`src/rtl/mtu_pkg.sv`:
```
// Shared definitions for the mission time unit.
// Assumes: consumers import this package before declaring their ports.
package mtu_pkg;
    localparam int unsigned DEF_SEC_W   = 32;
    localparam int unsigned DEF_SUB_W   = 16;
    localparam int unsigned DEF_REF_DIV = 32768;
    localparam int unsigned DEF_TICKS   = 256;

    // Action taken on the seconds register in one cycle.
    typedef enum logic [1:0] {
        SEC_HOLD = 2'd0,
        SEC_LOAD = 2'd1,
        SEC_STEP = 2'd2
    } sec_action_e;
endpackage

```
`src/rtl/mtu_tick_div.sv`:
```
// Reference-clock divider that produces the sub-second tick.
// Purpose: output a one-cycle tick every REF_DIV cycles, with the phase
// restarted by the one-second pulse.
// Assumes: REF_DIV >= 2, and pps_i is one cycle wide.
module mtu_tick_div #(
    parameter int unsigned REF_DIV = mtu_pkg::DEF_REF_DIV
) (
    input  logic clk,
    input  logic rst_n,
    input  logic pps_i,
    output logic tick_o
);
    localparam int unsigned CNT_W = (REF_DIV > 1) ? $clog2(REF_DIV) : 1;
    localparam logic [CNT_W-1:0] LAST = CNT_W'(REF_DIV - 1);

    logic [CNT_W-1:0] cnt_q;

    // Tick on the last count. The pulse takes priority and suppresses it.
    assign tick_o = (cnt_q == LAST) && !pps_i;

    // Cycle counter: restarted by the pulse, wraps after LAST.
    always_ff @(posedge clk) begin
        if (!rst_n)
            cnt_q <= '0;
        else if (pps_i || cnt_q == LAST)
            cnt_q <= '0;
        else
            cnt_q <= cnt_q + 1'b1;
    end

    // a tick never lasts more than one cycle
    a_r2_tick_one_cycle: assert property (@(posedge clk) disable iff (!rst_n)
        tick_o |=> !tick_o);
    // the pulse restarts the phase
    a_r3_pps_restart: assert property (@(posedge clk) disable iff (!rst_n)
        pps_i |=> (cnt_q == '0));
    // no tick in a pulse cycle
    a_r3_no_tick_on_pps: assert property (@(posedge clk) disable iff (!rst_n)
        pps_i |-> !tick_o);
endmodule

```
`src/rtl/mtu_stage.sv`:
```
// Next-second staging register.
// Purpose: hold (message seconds + 1) until the next one-second pulse.
// Assumes: a message in a pulse cycle is meant for the following pulse.
module mtu_stage #(
    parameter int unsigned SEC_W = mtu_pkg::DEF_SEC_W
) (
    input  logic             clk,
    input  logic             rst_n,
    input  logic             upd_valid_i,
    input  logic [SEC_W-1:0] upd_sec_i,
    input  logic             pps_i,
    output logic [SEC_W-1:0] stage_sec_o,
    output logic             stage_vld_o
);
    // Stage value: the message seconds plus one, modulo 2^SEC_W.
    always_ff @(posedge clk) begin
        if (!rst_n)
            stage_sec_o <= '0;
        else if (upd_valid_i)
            stage_sec_o <= upd_sec_i + 1'b1;
    end

    // Valid flag: set by a message, used up by a pulse with no message.
    always_ff @(posedge clk) begin
        if (!rst_n)
            stage_vld_o <= 1'b0;
        else if (upd_valid_i)
            stage_vld_o <= 1'b1;
        else if (pps_i)
            stage_vld_o <= 1'b0;
    end

    // a message always leaves data staged
    a_r6_msg_sets_valid: assert property (@(posedge clk) disable iff (!rst_n)
        upd_valid_i |=> stage_vld_o);
    // a pulse with no message uses up the staged data
    a_r8_pps_consumes: assert property (@(posedge clk) disable iff (!rst_n)
        (pps_i && !upd_valid_i) |=> !stage_vld_o);
endmodule

```
`src/rtl/mtu_live.sv`:
```
// Live time register: whole seconds and the sub-second tick count.
// Purpose: commit the staged seconds (or step by one) on each pulse, and
// count ticks between pulses in the upper bits of the sub-second field.
// Assumes: TICK_W <= SUB_W, and tick_i is never high in a pulse cycle.
module mtu_live
    import mtu_pkg::*;
#(
    parameter int unsigned SEC_W  = DEF_SEC_W,
    parameter int unsigned SUB_W  = DEF_SUB_W,
    parameter int unsigned TICK_W = 8
) (
    input  logic             clk,
    input  logic             rst_n,
    input  logic             pps_i,
    input  logic             tick_i,
    input  logic [SEC_W-1:0] stage_sec_i,
    input  logic             stage_vld_i,
    output logic [SEC_W-1:0] sec_o,
    output logic [SUB_W-1:0] sub_o
);
    logic [TICK_W-1:0] tick_cnt_q;
    sec_action_e       sec_act;

    // Decide this cycle's action on the seconds register.
    always_comb begin
        if (!pps_i)
            sec_act = SEC_HOLD;
        else if (stage_vld_i)
            sec_act = SEC_LOAD;
        else
            sec_act = SEC_STEP;
    end

    // Seconds register: load the staged value or step by one on a pulse.
    always_ff @(posedge clk) begin
        if (!rst_n)
            sec_o <= '0;
        else begin
            case (sec_act)
                SEC_LOAD: sec_o <= stage_sec_i;
                SEC_STEP: sec_o <= sec_o + 1'b1;
                default:  sec_o <= sec_o;
            endcase
        end
    end

    // Tick count: cleared by a pulse, advanced by each tick, wraps naturally.
    always_ff @(posedge clk) begin
        if (!rst_n || pps_i)
            tick_cnt_q <= '0;
        else if (tick_i)
            tick_cnt_q <= tick_cnt_q + 1'b1;
    end

    // Place the tick count in the upper bits of the sub-second field.
    generate
        if (SUB_W > TICK_W) begin : g_pad
            assign sub_o = {tick_cnt_q, {(SUB_W - TICK_W){1'b0}}};
        end else begin : g_full
            assign sub_o = tick_cnt_q;
        end
    endgenerate

    // seconds move only on a pulse
    a_r10_sec_hold: assert property (@(posedge clk) disable iff (!rst_n)
        !pps_i |=> $stable(sec_o));
    // a pulse with nothing staged steps the seconds by one
    a_r7_pps_steps: assert property (@(posedge clk) disable iff (!rst_n)
        (pps_i && !stage_vld_i) |=> (sec_o == $past(sec_o) + 1'b1));
    // a pulse clears the sub-second field
    a_r5_pps_clears_sub: assert property (@(posedge clk) disable iff (!rst_n)
        pps_i |=> (sub_o == '0));
    // each tick adds one to the count
    a_r4_tick_advance: assert property (@(posedge clk) disable iff (!rst_n)
        (tick_i && !pps_i) |=> (tick_cnt_q == $past(tick_cnt_q) + 1'b1));
endmodule

```
`src/rtl/mtu_snap.sv`:
```
// Snapshot holding register for packet time stamps.
// Purpose: capture all seconds and sub-second bits in one cycle on request.
// Assumes: the inputs are register outputs, so they are stable within a cycle.
module mtu_snap #(
    parameter int unsigned SEC_W = mtu_pkg::DEF_SEC_W,
    parameter int unsigned SUB_W = mtu_pkg::DEF_SUB_W
) (
    input  logic             clk,
    input  logic             rst_n,
    input  logic             req_i,
    input  logic [SEC_W-1:0] sec_i,
    input  logic [SUB_W-1:0] sub_i,
    output logic [SEC_W-1:0] sec_o,
    output logic [SUB_W-1:0] sub_o
);
    // Holding register: loaded whole on request, otherwise held.
    always_ff @(posedge clk) begin
        if (!rst_n) begin
            sec_o <= '0;
            sub_o <= '0;
        end else if (req_i) begin
            sec_o <= sec_i;
            sub_o <= sub_i;
        end
    end

    // without a request the snapshot holds
    a_r11_snap_hold: assert property (@(posedge clk) disable iff (!rst_n)
        !req_i |=> ($stable(sec_o) && $stable(sub_o)));
    // a request captures the values from the request cycle
    a_r11_snap_capture: assert property (@(posedge clk) disable iff (!rst_n)
        req_i |=> (sec_o == $past(sec_i) && sub_o == $past(sub_i)));
endmodule

```
`src/rtl/mission_time_unit.sv`:
```
// Top of the mission time unit.
// Purpose: divide the reference clock into ticks, stage incoming time
// messages, commit them on the one-second pulse, and offer a snapshot.
// Assumes: pps_i is synchronous and one cycle wide; TICKS_PER_SEC is a
// power of two no wider than the sub-second field.
module mission_time_unit
    import mtu_pkg::*;
#(
    parameter int unsigned SEC_W         = DEF_SEC_W,
    parameter int unsigned SUB_W         = DEF_SUB_W,
    parameter int unsigned REF_DIV       = DEF_REF_DIV,
    parameter int unsigned TICKS_PER_SEC = DEF_TICKS
) (
    input  logic             clk,
    input  logic             rst_n,
    input  logic             pps_i,
    input  logic             upd_valid_i,
    input  logic [SEC_W-1:0] upd_sec_i,
    input  logic             snap_req_i,
    output logic             tick_irq_o,
    output logic [SEC_W-1:0] live_sec_o,
    output logic [SUB_W-1:0] live_sub_o,
    output logic [SEC_W-1:0] snap_sec_o,
    output logic [SUB_W-1:0] snap_sub_o
);
    localparam int unsigned TICK_W = (TICKS_PER_SEC > 1) ? $clog2(TICKS_PER_SEC) : 1;

    logic             tick;
    logic [SEC_W-1:0] stage_sec;
    logic             stage_vld;

    mtu_tick_div #(.REF_DIV(REF_DIV)) u_div (
        .clk    (clk),
        .rst_n  (rst_n),
        .pps_i  (pps_i),
        .tick_o (tick)
    );

    mtu_stage #(.SEC_W(SEC_W)) u_stage (
        .clk         (clk),
        .rst_n       (rst_n),
        .upd_valid_i (upd_valid_i),
        .upd_sec_i   (upd_sec_i),
        .pps_i       (pps_i),
        .stage_sec_o (stage_sec),
        .stage_vld_o (stage_vld)
    );

    mtu_live #(.SEC_W(SEC_W), .SUB_W(SUB_W), .TICK_W(TICK_W)) u_live (
        .clk         (clk),
        .rst_n       (rst_n),
        .pps_i       (pps_i),
        .tick_i      (tick),
        .stage_sec_i (stage_sec),
        .stage_vld_i (stage_vld),
        .sec_o       (live_sec_o),
        .sub_o       (live_sub_o)
    );

    mtu_snap #(.SEC_W(SEC_W), .SUB_W(SUB_W)) u_snap (
        .clk   (clk),
        .rst_n (rst_n),
        .req_i (snap_req_i),
        .sec_i (live_sec_o),
        .sub_i (live_sub_o),
        .sec_o (snap_sec_o),
        .sub_o (snap_sub_o)
    );

    assign tick_irq_o = tick;

    // a message in a pulse cycle does not change what that pulse commits
    a_r9_same_cycle_msg: assert property (@(posedge clk) disable iff (!rst_n)
        (pps_i && upd_valid_i && !stage_vld) |=> (live_sec_o == $past(live_sec_o) + 1'b1));
    // the reset state is seen on the first edge after reset is released
    a_r1_reset_state: assert property (@(posedge clk)
        $rose(rst_n) |-> (live_sec_o == '0 && live_sub_o == '0 && snap_sec_o == '0));
endmodule

```
`config.mk`:
```
export PLATFORM = sky130hd
export DESIGN_NAME = mission_time_unit
export DESIGN_NICKNAME = d
export VERILOG_FILES = /design/src/rtl/mtu_pkg.sv /design/src/rtl/mtu_tick_div.sv /design/src/rtl/mtu_stage.sv /design/src/rtl/mtu_live.sv /design/src/rtl/mtu_snap.sv /design/src/rtl/mission_time_unit.sv
export SDC_FILE = /design/constraint.sdc
export NUM_CORES = 1
export LEC_CHECK = 0
export BUFFER_PORTS_ARGS = -buffer_cell sky130_fd_sc_hd__clkbuf_2
export CAP_MARGIN = 10
export CORE_UTILIZATION = 39
export DETAILED_ROUTE_END_ITERATION = 10
export SETUP_SLACK_MARGIN = 0.02
export SYNTH_ARGS = -nofsm -noshare
export SYNTH_HDL_FRONTEND = slang
export SYNTH_HIERARCHICAL = 1
export SYNTH_SLANG_ARGS = --single-unit
```
`constraint.sdc`:
```
create_clock -name clk -period 7.1 [get_ports clk]
set_input_delay 1.42 -clock clk [delete_from_list [all_inputs] [get_ports clk]]
set_output_delay 1.42 -clock clk [all_outputs]
set_load 0.01 [all_outputs]
```
==> flow_summary.json <==
{
  "hp-class": "reg -> reg",
  "drtIter0Drc": 395,
  "max_slew_margin_pct": 26.5,
  "drtPass1Iterations": 5,
  "setup_viol": 0,
  "maxCapViolCount": 0,
  "post_cts_resized": 0,
  "period_needed_ns": 4.27,
  "postLayoutCellArea_um2": 8010,
  "skew_ns": 0.00895,
  "die_h_um": 134,
  "cts_tree": "yes",
  "fmaxAchievable_mhz": 234,
  "async_flop_share_pct": 0,
  "wire_per_inst_um": 16.2,
  "die_w_um": 134,
  "viasPerCell": 5.35,
  "cts_root_buf": "clkbuf_16",
  "drv_slew": 0,
  "yosysSeqAreaShare_pct": 40.2,
  "area_growth_pct": 18.2,
  "startpoint_type": "primary input",
  "tns_ns": 0,
  "cts_buffers": 17,
  "n_antenna_cell": 0,
  "cts.sinks": 136,
  "synth.distinct_cells": 70,
  "powerDensity_nw_per_um2": 231,
  "io_pins": 134,
  "syn_area_um2": 6780,
  "portBuffers": 125,
  "cts.htree.levels": 4,
  "grt_pass1_wl_um": 28700,
  "status": "finished, final reports clean",
  "avgSynthCellArea_um2": 8.93,
  "core_um2": 16800,
  "clock_path_buffers": 2,
  "totalWireLength_um": 17700,
  "end_kind": "output pin",
  "track_usage_pct": 20.2,
  "place_inst": 1064,
  "required_ns": 5.68,
  "fin_crit_sh_pct": 60.2,
  "dpl-instance-area_um2": 7430,
  "critPathKind": "in -> out",
  "post_cts_buffers": 0,
  "grt_max_degree": 69,
  "antenna_found_initial": 0,
  "clk_latency_ns": 0.42,
  "ys_ff_latch": 136,
  "hold_viol_final": 0,
  "synth-edff-count": 0,
  "grt_setup_unrepaired": "false",
  "yosys_warnings": 6,
  "worstPathCellList": "clkbuf_2, nor3_1, clkbuf_2",
  "ctsHoldBuffers": 0,
  "cts.reportedPaths.clkPinSlew_ns": 0.06,
  "path_delay_family": "simple AND/OR/NAND/NOR gates",
  "postLayoutCoreUtil_pct": 47.8,
  "synth_top_flop_cell": "dfxtp_1",
  "crit_fanout": 30,
  "drc": 0,
  "path_buf_inv": 2,
  "drtAntennaViolNets": 0,
  "dp_hpwl_um": 12400,
  "slowest_stage": "nor3_1",
  "fin_cells": 1096,
  "rows": 47,
  "drive_gt1_share_pct": 21.5,
  "cp_common_cell": "clkbuf_2",
  "fin_nets": 904,
  "grt_pass1_vias": 5289,
  "cp_slowest_stage_delay_ns": 0.80,
  "gr-total-overflow": 0,
  "initial_utilization_pct": 40.4,
  "pre_cts_ws_ns": 2.81,
  "die_area_um2": 17900,
  "vdd_drop_max_uv": 172,
  "worstMarginPinSlew_ns": 1.10,
  "leakage_nw": 3.12,
  "vias": 5869,
  "setup_ws_ns": 2.83,
  "synthCells": 759,
  "arrival_ns": 2.85,
  "place_congestion": 0.819
}
[registers in the layout (all words and copies together), names as in the netlist]
register,flops
u_stage/stage_sec_o,32
u_live/sec_o,32
u_snap/sub_o,16
u_snap/sec_o,32
u_live/tick_cnt_q,8
u_stage/stage_vld_o,1
u_div/cnt_q,15
[cell usage in the layout (no fill, tap or decap), types with 15 or more instances in the layout]
cell type,count
nor2b_1,50
nor2_1,58
o21ai_0,44
or3_1,15
a31oi_1,20
nand3_1,28
a21oi_1,24
mux2i_1,57
nand2_1,54
xnor2_1,20
clkbuf_2,125
dfxtp_1,136
nand4_1,21
clkbuf_16,17
[area by class of cell]
class | count | area (um^2)
Fill cell | 1645 | 8750
Multi-Input combinational cell | 563 | 3710
Sequential cell | 136 | 2720
Timing Repair Buffer | 129 | 656
Clock buffer | 17 | 425
Tap cell | 220 | 275
Clock inverter | 15 | 156
Inverter | 16 | 60.1
[metal layers]
layer,GRT usage [%],part of all wire (%),up-vias
met5,0,0,-
met4,6.00,1.6,0
met3,4.95,6.9,22
met2,30.4,43,190
met1,28.4,48,2689
li1,-,-,2968
[synth_stat cells (4+ instances only)]
cell	instances	area share, %
a211oi_1	8	0.89
or4_1	11	1.2
nor4_1	8	0.74
a22oi_1	10	1.1
buf_4	12	1.3
o21ai_0	44	3.3
nor3_1	13	0.96
or3_1	15	1.4
nand4_1	21	1.9
dfxtp_1	136	40
nand2_1	54	3.0
a21oi_1	24	1.8
a31oi_1	20	1.8
clkbuf_1	30	1.7
and4_1	6	0.78
xor2_1	12	1.6
clkinv_1	4	0.22
and3_1	10	0.92
ha_1	4	0.74
mux2i_1	57	8.4
inv_1	12	0.66
nor2_1	58	3.2
nand3_1	28	2.1
nor2b_1	50	4.6
a22o_1	5	0.65
o31ai_1	14	1.6
xnor2_1	20	2.6
[cells by family after synthesis]
family	after synthesis	synth area share, %
other cells	1	0.0553
fa+ha+maj	4	0.739
compound gates	155	14.7
mux	59	8.75
xor+xnor	32	4.14
flops	136	40.2
simple gates	305	26.0
buf+inv	67	5.37
[stage by stage]
stage,hold slack (ns),power (mW)
floorplan,0.437,0.934
global placement,0.460,0.990
detailed placement,0.466,0.992
CTS,0.481,1.87
global route,0.510,1.92
finish,0.475,1.85
[report_power, final]
part	internal, mW	switching [mW]	total [mW]
Clock	0.497	0.375	0.872
Combinational	0.0599	0.0936	0.154
Sequential	0.791	0.0311	0.822
Total	1.35	0.499	1.85
[path summary, 6_finish.rpt]
check	slack [ns]	from	depth (start not counted)	to
max	2.83	pps_i	3	tick_irq_o
min	0.48	u_div/cnt_q[0]$_SDFF_PP0_	1	u_div/cnt_q[0]$_SDFF_PP0_
max reg2reg	4.22	u_div/cnt_q[0]$_SDFF_PP0_	7	u_live/tick_cnt_q[7]$_SDFFE_PP0P_
min reg2reg	0.48	u_div/cnt_q[0]$_SDFF_PP0_	1	u_div/cnt_q[0]$_SDFF_PP0_
No activity file was read; power rests on OpenSTA's default activity.
